===== src/rtl/nmi_pkg.sv =====
package nmi_pkg;

    // Trigger type encoding held in the type/control field
    typedef enum logic [1:0] {
        TRIG_LEVEL_LOW  = 2'd0,
        TRIG_FALL_EDGE  = 2'd1,
        TRIG_LEVEL_HIGH = 2'd2,
        TRIG_RISE_EDGE  = 2'd3
    } trig_e;

    function automatic logic [7:0] ctrl_off(input int layout);
        return (layout == 2) ? 8'h0C : 8'h00;
    endfunction

    function automatic logic [7:0] pend_off(input int layout);
        case (layout)
            1:       return 8'h08;
            2:       return 8'h10;
            default: return 8'h04;
        endcase
    endfunction

    function automatic logic [7:0] en_off(input int layout);
        case (layout)
            1:       return 8'h04;
            2:       return 8'h40;
            default: return 8'h08;
        endcase
    endfunction

endpackage


===== src/rtl/nmi_sync.sv =====
module nmi_sync #(
    parameter int STAGES = 2
) (
    input  logic clk,
    input  logic rst_n,
    input  logic async_i,
    output logic sync_o,
    output logic prev_o
);
    localparam int CHAIN_W = STAGES + 1;

    logic [CHAIN_W-1:0] chain_d, chain_q;

    always_comb begin
        chain_d = {chain_q[CHAIN_W-2:0], async_i};
    end

    always_ff @(posedge clk or negedge rst_n) begin
        if (!rst_n) chain_q <= '1;
        else        chain_q <= chain_d;
    end

    assign sync_o = chain_q[STAGES-1];
    assign prev_o = chain_q[STAGES];

    // Edge detection in R4 needs prev to be last cycle's synchronised sample
    assert_prev_tracks_R4: assert property (@(posedge clk) disable iff (!rst_n)
        1'b1 |=> prev_o == $past(sync_o));

endmodule


===== src/rtl/nmi_trigger_detect.sv =====
module nmi_trigger_detect
    import nmi_pkg::*;
(
    input  trig_e mode_i,
    input  logic  cur_i,
    input  logic  prev_i,
    output logic  set_o
);
    always_comb begin
        case (mode_i)
            TRIG_LEVEL_LOW:  set_o = !cur_i;
            TRIG_FALL_EDGE:  set_o = prev_i && !cur_i;
            TRIG_LEVEL_HIGH: set_o = cur_i;
            TRIG_RISE_EDGE:  set_o = !prev_i && cur_i;
            default:         set_o = 1'b0;
        endcase
    end
endmodule


===== src/rtl/nmi_addr_decode.sv =====
module nmi_addr_decode #(
    parameter int LAYOUT = 0,
    parameter int ADDR_W = 8
) (
    input  logic              sel_i,
    input  logic [ADDR_W-1:0] addr_i,
    output logic              hit_ctrl_o,
    output logic              hit_pend_o,
    output logic              hit_en_o
);
    localparam logic [ADDR_W-1:0] CTRL_A = ADDR_W'(nmi_pkg::ctrl_off(LAYOUT));
    localparam logic [ADDR_W-1:0] PEND_A = ADDR_W'(nmi_pkg::pend_off(LAYOUT));
    localparam logic [ADDR_W-1:0] EN_A   = ADDR_W'(nmi_pkg::en_off(LAYOUT));

    always_comb begin
        hit_ctrl_o = sel_i && (addr_i == CTRL_A);
        hit_pend_o = sel_i && (addr_i == PEND_A);
        hit_en_o   = sel_i && (addr_i == EN_A);
    end
endmodule


===== src/rtl/nmi_line_ctrl.sv =====
module nmi_line_ctrl
    import nmi_pkg::*;
#(
    parameter int LAYOUT      = 0,
    parameter int ADDR_W      = 8,
    parameter int DATA_W      = 32,
    parameter int SYNC_STAGES = 2
) (
    input  logic              clk,
    input  logic              rst_n,
    input  logic              nmi_i,
    input  logic              bus_sel_i,
    input  logic              bus_wr_i,
    input  logic [ADDR_W-1:0] bus_addr_i,
    input  logic [DATA_W-1:0] bus_wdata_i,
    output logic [DATA_W-1:0] bus_rdata_o,
    output logic              irq_o
);
    localparam int TYPE_W = 2;

    typedef struct packed {
        logic [DATA_W-1:0] ctrl;
        logic              pend;
        logic              en;
        logic              irq;
    } regs_t;

    regs_t r_d, r_q;

    logic line_cur, line_prev, set_hit;
    logic hit_ctrl, hit_pend, hit_en;
    logic wr_ctrl, wr_pend, wr_en, clr_req;

    nmi_sync #(.STAGES(SYNC_STAGES)) u_sync (
        .clk    (clk),
        .rst_n  (rst_n),
        .async_i(nmi_i),
        .sync_o (line_cur),
        .prev_o (line_prev)
    );

    nmi_trigger_detect u_detect (
        .mode_i(trig_e'(r_q.ctrl[TYPE_W-1:0])),
        .cur_i (line_cur),
        .prev_i(line_prev),
        .set_o (set_hit)
    );

    nmi_addr_decode #(.LAYOUT(LAYOUT), .ADDR_W(ADDR_W)) u_decode (
        .sel_i     (bus_sel_i),
        .addr_i    (bus_addr_i),
        .hit_ctrl_o(hit_ctrl),
        .hit_pend_o(hit_pend),
        .hit_en_o  (hit_en)
    );

    assign wr_ctrl = hit_ctrl && bus_wr_i;
    assign wr_pend = hit_pend && bus_wr_i;
    assign wr_en   = hit_en   && bus_wr_i;
    assign clr_req = wr_pend && bus_wdata_i[0];

    always_comb begin
        r_d = r_q;
        if (wr_ctrl) r_d.ctrl = bus_wdata_i;
        if (wr_en)   r_d.en   = bus_wdata_i[0];
        // set has priority over a simultaneous clear
        r_d.pend = set_hit || (r_q.pend && !clr_req);
        r_d.irq  = r_q.pend && r_q.en;
    end

    always_ff @(posedge clk or negedge rst_n) begin
        if (!rst_n) r_q <= '0;
        else        r_q <= r_d;
    end

    always_comb begin
        bus_rdata_o = '0;
        if (bus_sel_i && !bus_wr_i) begin
            if (hit_ctrl)      bus_rdata_o = r_q.ctrl;
            else if (hit_pend) bus_rdata_o = DATA_W'(r_q.pend);
            else if (hit_en)   bus_rdata_o = DATA_W'(r_q.en);
        end
    end

    assign irq_o = r_q.irq;

    assert_set_wins_R6: assert property (@(posedge clk) disable iff (!rst_n)
        set_hit |=> r_q.pend);

    assert_w1c_R5: assert property (@(posedge clk) disable iff (!rst_n)
        (clr_req && !set_hit) |=> !r_q.pend);

    assert_pend_hold_R5: assert property (@(posedge clk) disable iff (!rst_n)
        (!clr_req && !set_hit) |=> $stable(r_q.pend));

    assert_irq_gated_R7: assert property (@(posedge clk) disable iff (!rst_n)
        !r_q.en |=> !irq_o);

    assert_irq_rise_R7: assert property (@(posedge clk) disable iff (!rst_n)
        $rose(irq_o) |-> $past(r_q.pend));

endmodule


===== config.mk =====
export PLATFORM = sky130hd
export DESIGN_NAME = nmi_line_ctrl
export DESIGN_NICKNAME = d
export VERILOG_FILES = /design/src/rtl/nmi_pkg.sv /design/src/rtl/nmi_sync.sv /design/src/rtl/nmi_trigger_detect.sv /design/src/rtl/nmi_addr_decode.sv /design/src/rtl/nmi_line_ctrl.sv
export SDC_FILE = /design/constraint.sdc
export NUM_CORES = 1
export LEC_CHECK = 0
export BUFFER_PORTS_ARGS = -buffer_cell sky130_fd_sc_hd__buf_2
export CAP_MARGIN = 15
export CORE_ASPECT_RATIO = 0.75
export CORE_MARGIN = 1.5
export CORE_UTILIZATION = 45
export CTS_CLUSTER_SIZE = 12
export DETAILED_ROUTE_END_ITERATION = 7
export PLACE_DENSITY = 0.89
export SYNTH_ARGS = -nofsm -noshare
export SYNTH_HDL_FRONTEND = slang
export SYNTH_SLANG_ARGS = --single-unit

===== constraint.sdc =====
create_clock -name clk -period 3.5 [get_ports clk]
set_input_delay 1.05 -clock clk [delete_from_list [all_inputs] [get_ports clk]]
set_output_delay 1.05 -clock clk [all_outputs]
set_load 0.02 [all_outputs]

==> results of run 1 <==
==> state kept, by name, indices dropped and copies added (netlist names) <==
signal,flops
r_q,34
u_sync.chain_q,3
irq_o,1
==> logic make-up (layout without fill, tap and decap cells) <==
kind of cell / after synthesis / after routing / share of synthesized area
flip-flops: 38 / 38 / 0.550
multiplexers: 33 / 33 / 0.214
AND/OR/NAND/NOR: 49 / 49 / 0.195
AO/OA/AOI/OAI: 3 / 3 / 0.0137
buffers and inverters: 7 / 98 / 0.0281
==> what timing repair did <==
item                                    CTS  global route
pin swaps                                 0            24
endpoints found under the setup margin   31            31
gates cloned                              0             2
gates resized for setup                  58            47
buffers inserted                          0             1
==> power groups by stage <==
stage,Clock (µW),Sequential [µW],Combinational [µW]
6_report,313,459,58.3
5_1_grt,344,461,64.4
4_1_cts,319,458,57.9
3_5_place_dp,0,467,57.6
3_3_place_gp,0,466,54.8
2_1_floorplan,0,465,15.9
==> cell type report <==
type | instances | area share
inverter | 1 | 0.00143
clock buffer | 6 | 0.0314
timing repair buffer | 89 | 0.267
tap | 52 | 0.0247
sequential | 38 | 0.363
multi-input combinational | 85 | 0.308
clock inverter | 2 | 0.00476
==> cell usage after synthesis, drive strengths merged <==
| cell type | number | area share |
|---|---|---|
| dfrtp | 35 | 0.50 |
| mux2 | 33 | 0.21 |
| and2 | 32 | 0.12 |
| buf | 3 | 0.019 |
| clkbuf | 3 | 0.0065 |
| dfstp | 3 | 0.045 |
| nand2 | 3 | 0.0065 |
| nor2 | 2 | 0.0043 |
| nor2b | 2 | 0.0072 |
| nor3 | 2 | 0.012 |
| or4 | 2 | 0.013 |
| and4b | 1 | 0.0058 |
| inv | 1 | 0.0022 |
| nand3 | 1 | 0.0029 |
| nor3b | 1 | 0.0043 |
| nor4b | 1 | 0.014 |
| o22ai | 1 | 0.0036 |
| o311ai | 1 | 0.0050 |
| o41ai | 1 | 0.0050 |
| or3 | 1 | 0.0036 |
| or4b | 1 | 0.0058 |
==> worst min path at each step <==
stage	from	endpoint	depth (start not counted)
after global routing	u_sync.chain_q[0]	u_sync.chain_q[1]	0
after global placement	u_sync.chain_q[0]	u_sync.chain_q[1]	0
after CTS	u_sync.chain_q[0]	u_sync.chain_q[1]	0
after detailed placement	u_sync.chain_q[0]	u_sync.chain_q[1]	0
final	u_sync.chain_q[0]	u_sync.chain_q[1]	0
after floorplan	u_sync.chain_q[0]	u_sync.chain_q[1]	0
==> layout by cell type (no fill, tap or decap), types with 2 or more instances in the layout <==
master and count:
and2_4 31, buf_2 45, buf_4 7, buf_6 35, buf_8 2, clkbuf_8 6
dfrtp_1 35, dfstp_2 3, mux2_1 2, mux2_2 31, nand2_1 3, nor2_1 2
nor2b_1 2, or4_4 2
==> through the flow <==
stage / worst slack, ns / total power, µW
finish: -0.0843 / 830
CTS: -0.0921 / 835
global placement: -0.0792 / 521
global route: -0.141 / 869
floorplan: 0.0520 / 481
detailed placement: -0.103 / 524
==> routing by layer <==
layer  part of all wire  GRT usage  vias to the layer above
li1                   -          -                      624
met1               0.43      0.234                      674
met2               0.50      0.335                       54
met3              0.058     0.0610                        5
met4             0.0082     0.0390                        0
met5                  0          0                        -
==> flow_summary.toml, run 1 <==
[outcome]
status = "finished with violations"
violations = "setup timing"

[detailed_routing]
drt-total-wl_mm = 4.13
vias = 1357
postRouteAntennaNets = 0
drt_pass1_iterations = 4
drc = 0
avgViaCountPerCell = 4.97
drt_iter0_drc = 57
routedWlPerCell_um = 15.1

[critical_path]
worst_ep_arrival_time_ns = 2.53
critPathCaptureType = "output pin"
critical_path.endpoint = "bus_rdata_o[8]"
cp.buffers_inverters = 4
reg2reg_slack_ns = 2.57
path_delay_family = "simple AND/OR/NAND/NOR gates"
worst_r2r_endpoint = "r_q[2]"
required_ns = 2.45
cp.depth = 7
critPathSlowestCell = "or4_4"
critical_path.max_stage_delay_ns = 0.56
reg2reg_depth = 2
critPathKind = "input pin to output pin"
path_cells = "buf_6 -> or4_4 -> nor4b_4 -> buf_6 -> buf_6 -> and2_4 -> buf_6"
start_kind = "input pin"
crit_start = "bus_addr_i[7]"
r2r_start = "u_sync.chain_q[2]"
crit_fanout = 8
crit_path_frequent_cell = "buf_6"

[grt]
grt_util_all_layers = 0.193
antenna_found_initial = 0
grt_pass1_vias = 1349
grt_pass1_wl_mm = 6.13
grt_max_degree = 39
overflow = 0

[synth]
synth_warnings = 0
ys_seq_elements = 38
ys_seq_area_frac = 0.550
syn_nets = 175
syn_area_per_cell_um2 = 13.4
syn-instance-count = 130
synth.distinct_cells = 23
netlist_area_um2 = 1740

[timing]
fin_setup_tns_ns = -2.24
hold-worst-slack_ns = 0.366
hold_viol = 0
finalWorstSetupSlack_ns = -0.0843
fin_crit_sh = 1.02
fmax_ghz = 0.279
period_minus_slack_ns = 3.58
rsz0062_at_grt = "yes"
slew_violations = 0
skew_ns = 0.00223
worstMarginPinSlew_ns = 0.818
maxSlewHeadroom = 0.454
finalSetupViolations = 31

[die]
rows = 19
initial_core_util = 0.471
die_x_um = 74.7
die_h_um = 56.8
coreArea_um2 = 3680
design.die.area_um2 = 4240
io_pins = 78

[placed_design]
placed_area_um2 = 2210
place_congestion = 0.886
dp.cells = 262
dp_hpwl_mm = 2.63
portBuffers = 77

[clock_tree]
clock-sinks = 38
clockBufferDepth = 2
htreeDepth = 2
cts-root-buf = "clkbuf_8"
tritoncts = "yes"
clk_pin_slew_ns = 0.07
cts_hold_buf = 0
cts_buffers = 5
insertion_delay_ns = 0.28

[pwr]
swShare = 0.226
power.internal_uw = 643
clkPwrFrac = 0.377
power_switching_uw = 187
pwr_density_cell_nw_per_um2 = 316
p_comb_frac = 0.070
p_leak_uw = 0.00138
power.share.sequential = 0.553
vdd_ir_drop_max_mv = 0.220

[cells_and_area]
synthToLayoutAreaGrowth_pct = 51.5
antenna_cells = 0
final_util = 0.714
fin_nets = 265
regArea_um2 = 955
stdcell_count = 273
drive_above_1_share = 0.756
final_cell_area_um2 = 2630
multi_input_area_um2 = 811
fillers = 247

[min_path]
min_path_type = "register to register"

[run]
drv_cap = 0
Note: power is estimated with default switching activity, not from simulation.
==> inputs of run 2 (changes only) <==
--- a/config.mk
+++ b/config.mk
@@ -12,7 +12,7 @@
 export CORE_UTILIZATION = 45
 export CTS_CLUSTER_SIZE = 12
 export DETAILED_ROUTE_END_ITERATION = 7
-export PLACE_DENSITY = 0.89
+export PLACE_DENSITY = 0.79
 export SYNTH_ARGS = -nofsm -noshare
 export SYNTH_HDL_FRONTEND = slang
 export SYNTH_SLANG_ARGS = --single-unit
==> flow_summary.toml, run 2 (synthesis gave the netlist of run 1 again) <==
[critical_path]
worst_ep_arrival_time_ns = 2.54
r2r_start = "u_sync.chain_q[2]"
worst_r2r_endpoint = "r_q[2]"
reg2reg_depth = 2
start_kind = "input pin"
critPathCaptureType = "output pin"
critPathKind = "input pin to output pin"
crit_fanout = 8
required_ns = 2.45
reg2reg_slack_ns = 2.56

[cells_and_area]
final_common_cell = "buf_2"
largest_reg_flops = 34
final_cell_mix = "buf_2, buf_6, dfrtp_1"
stdcell_count = 275
regMostFlops = "r_q"
final_util = 0.724
synthToLayoutAreaGrowth_pct = 53.7
fin_nets = 267
regArea_um2 = 955
drive_above_1_share = 0.753
antenna_cells = 0
fillers = 267
multi_input_area_um2 = 816

[clock_tree]
cts-root-buf = "clkbuf_8"
clk_pin_slew_ns = 0.07
tritoncts = "yes"
clockBufferDepth = 2
clock-sinks = 38
insertion_delay_ns = 0.28
htreeDepth = 2
cts_buffers = 5

[die]
io_pins = 78
rows = 19
die_h_um = 56.8
initial_core_util = 0.471
coreArea_um2 = 3680
design.die.area_um2 = 4240
die_x_um = 74.7

[timing]
skew_ns = 0.00308
finalSetupViolations = 31
hold_viol = 0
worstMarginPinSlew_ns = 0.808
hold-worst-slack_ns = 0.360
finalWorstSetupSlack_ns = -0.0857
slew_violations = 0
fmax_ghz = 0.279
rsz0062_at_grt = "yes"
fin_setup_tns_ns = -2.14
maxSlewHeadroom = 0.461
period_minus_slack_ns = 3.59
fin_crit_sh = 1.02

[placed_design]
portBuffers = 77
dp_slack_ns = -0.104
dp.cells = 262
place_congestion = 0.736
dp_hpwl_mm = 2.44

[detailed_routing]
routedWlPerCell_um = 14.6
avgViaCountPerCell = 4.81
drt_iter0_drc = 33
drt_pass1_iterations = 4
drt-total-wl_mm = 4.02
drc = 0
vias = 1324
postRouteAntennaNets = 0

[run]
drv_cap = 0

[min_path]
holdPathEnd = "u_sync.chain_q[1]"
min_path_cells = 0
min_path_type = "register to register"
hold_start = "u_sync.chain_q[0]"

[pwr]
p_leak_uw = 0.00140
vdd_ir_drop_max_mv = 0.298
pwr_density_cell_nw_per_um2 = 328

[grt]
grt_max_degree = 39
grt_pass1_wl_mm = 6.29
grt_util_all_layers = 0.203
grt_pass1_vias = 1362
overflow = 0
antenna_found_initial = 0

[outcome]
status = "finished with violations"
violations = "setup timing"
run 2: layer usage:
layer | vias up | routed length (µm) | track usage
met4 | 0 | 68 | 0.0701
met5 | - | 0 | 0
met1 | 643 | 1650 | 0.246
met3 | 7 | 254 | 0.0646
li1 | 626 | - | -
met2 | 48 | 2050 | 0.337
run 2: how the worst max path moves through the flow:
| stage | cells after the start | end | from | slack [ns] |
|---|---|---|---|---|
| finish | 7 | bus_rdata_o[31] | bus_addr_i[1] | -0.09 |
| detailed placement | 6 | bus_rdata_o[17] | bus_addr_i[2] | -0.10 |
| global placement | 6 | bus_rdata_o[17] | bus_addr_i[2] | -0.11 |
| global route | 7 | bus_rdata_o[31] | bus_addr_i[1] | -0.14 |
| CTS | 7 | bus_rdata_o[28] | bus_addr_i[6] | -0.07 |
| floorplan | 4 | bus_rdata_o[10] | bus_addr_i[2] | 0.05 |
run 2: report_power, final:
part           internal, µW  switching [µW]  total (µW)
clock                   213             144         357
sequential              453            6.88         460
combinational          33.5            24.6        58.1
run 2: worst max-delay path, cell delays in order:
cell and delay (ns):
buf_6 0.09, or4_4 0.54, nor4b_4 0.28, buf_6 0.18, buf_8 0.13, and2_4 0.14
buf_6 0.11
run 2: area by class of cell:
class                   instances  area share
clock buffers                   7      0.0286
clock inverters                 1      0.0113
inverters                       1     0.00141
multi-input cells              85       0.306
flip-flops and latches         38       0.358
well taps                      52      0.0244
repair buffers                 91       0.271
run 2: what timing repair did:
action | CTS | global route
gates resized for setup | 102 | 3
hold buffers | 0 | 0
pin swaps | 27 | 7
endpoints found under the setup margin | 31 | 32
gates cloned | 3 | 0
setup buffers | 1 | 1
run 2: per-stage QoR:
step           instance area (µm²)  total power (µW)
3_5_place_dp                  2210               523
4_1_cts                       2650               878
5_1_grt                       2670               909
3_3_place_gp                  2210               521
6_report                      2670               874
2_1_floorplan                 1740               481
==> inputs of run 3 (changes only) <==
--- a/config.mk
+++ b/config.mk
@@ -12,7 +12,8 @@
 export CORE_UTILIZATION = 45
 export CTS_CLUSTER_SIZE = 12
 export DETAILED_ROUTE_END_ITERATION = 7
-export PLACE_DENSITY = 0.79
+export PLACE_DENSITY_LB_ADDON = 0.05
+export SETUP_SLACK_MARGIN = 0.3
 export SYNTH_ARGS = -nofsm -noshare
 export SYNTH_HDL_FRONTEND = slang
 export SYNTH_SLANG_ARGS = --single-unit
==> flow_summary.toml, run 3 (synthesis gave the netlist of run 1 again) <==
[outcome]
status = "finished with violations"
violations = "setup timing"

[detailed_routing]
drt_pass1_iterations = 4
avgViaCountPerCell = 4.79
vias = 1317
routedWlPerCell_um = 14.1
drt-total-wl_mm = 3.87
drt_iter0_drc = 54
drc = 0
postRouteAntennaNets = 0

[cells_and_area]
largest_reg_flops = 34
drive_above_1_share = 0.758
fin_nets = 267
final_common_cell = "buf_2"
stdcell_count = 275
regMostFlops = "r_q"
multi_input_area_um2 = 811
antenna_cells = 0
final_cell_mix = "buf_2, buf_6, dfrtp_1"
fillers = 274
final_util = 0.724
regArea_um2 = 955
synthToLayoutAreaGrowth_pct = 53.5

[grt]
grt_pass1_wl_mm = 5.98
overflow = 0
grt_util_all_layers = 0.189
grt_max_degree = 39
antenna_found_initial = 0
grt_pass1_vias = 1306

[critical_path]
crit_fanout = 6
required_ns = 2.45
critPathCaptureType = "output pin"
critPathKind = "input pin to output pin"
worst_ep_arrival_time_ns = 2.54
start_kind = "input pin"

[timing]
period_minus_slack_ns = 3.59
skew_ns = 0.00244
hold_viol = 0
fin_crit_sh = 1.03
slew_violations = 0
worstMarginPinSlew_ns = 0.824
fin_setup_tns_ns = -2.38
finalWorstSetupSlack_ns = -0.0937
maxSlewHeadroom = 0.450
finalSetupViolations = 31
fmax_ghz = 0.278
rsz0062_at_grt = "yes"

[die]
die_x_um = 74.7
design.die.area_um2 = 4240
initial_core_util = 0.471
io_pins = 78
coreArea_um2 = 3680
rows = 19
die_h_um = 56.8

[placed_design]
dp_hpwl_mm = 2.54
dp_slack_ns = -0.0920
portBuffers = 77
place_congestion = 0.722
dp.cells = 261

[pwr]
power.total_uw = 822
p_leak_uw = 0.00140
pwr_density_cell_nw_per_um2 = 308
vdd_ir_drop_max_mv = 0.330

[clock_tree]
tritoncts = "yes"
cts_buffers = 5
insertion_delay_ns = 0.28
clock-sinks = 38
cts-root-buf = "clkbuf_8"
clk_pin_slew_ns = 0.07
clockBufferDepth = 2
htreeDepth = 2

[min_path]
min_path_type = "register to register"

[run]
drv_cap = 0
run 3: cell count changes in the layout (fill, tap and decap cells not counted), sizes merged:
cell / before / now
bufinv: 1 / 0
clkbuf: 7 / 8
clkinv: 0 / 1
buf: 91 / 90
run 3: path summary, 6_finish.rpt:
path | start | end | slack (ns) | depth (start not counted)
hold reg to reg | u_sync.chain_q[0] | u_sync.chain_q[1] | 0.36 | 0
setup reg to reg | u_sync.chain_q[2] | r_q[2] | 2.57 | 2
min in group asynchronous | rst_n | irq_o | 0.86 | 1
hold / removal | u_sync.chain_q[0] | u_sync.chain_q[1] | 0.36 | 0
setup / recovery | bus_addr_i[6] | bus_rdata_o[1] | -0.09 | 7
max in group asynchronous | rst_n | r_q[24] | 2.12 | 1
run 3: worst max-delay path, stage by stage:
cell and delay [ns]:
buf_6 0.09, or4_4 0.55, nor4b_4 0.28, buf_6 0.18
clkbuf_16 0.15, and2_4 0.14, buf_6 0.10
run 3: report_power, final:
group	total, µW	internal, µW	switching (µW)
Sequential	459	453	6.41
Combinational	57.7	32.8	24.9
Clock	305	159	146
Total	822	644	177
run 3: per-stage QoR:
stage | cell area [µm²] | hold slack (ns)
detailed placement | 2240 | 0.347
finish | 2670 | 0.357
global route | 2670 | 0.366
global placement | 2240 | 0.346
CTS | 2550 | 0.357
floorplan | 1780 | 0.345
run 3: timing repair:
action / CTS / global route
pin swaps: 1 / 26
setup endpoints to repair: 32 / 32
hold buffers: 0 / 0
setup buffers: 1 / 1
cloned: 0 / 4
gates resized for setup: 66 / 39
run 3: area by class of cell:
type | count | area share
Clock buffer | 7 | 0.0324
Clock inverter | 1 | 0.00188
Inverter | 1 | 0.00141
Multi-Input combinational cell | 85 | 0.304
Sequential cell | 38 | 0.358
Tap cell | 52 | 0.0244
Timing Repair Buffer | 91 | 0.278
run 3: layer usage:
metal  track usage  part of all wire  routed length (µm)
met1         0.241              0.43                1670
met2         0.304              0.48                1850
met3        0.0610             0.077                 298
met4        0.0623             0.011                  44
met5             0                 0                   0
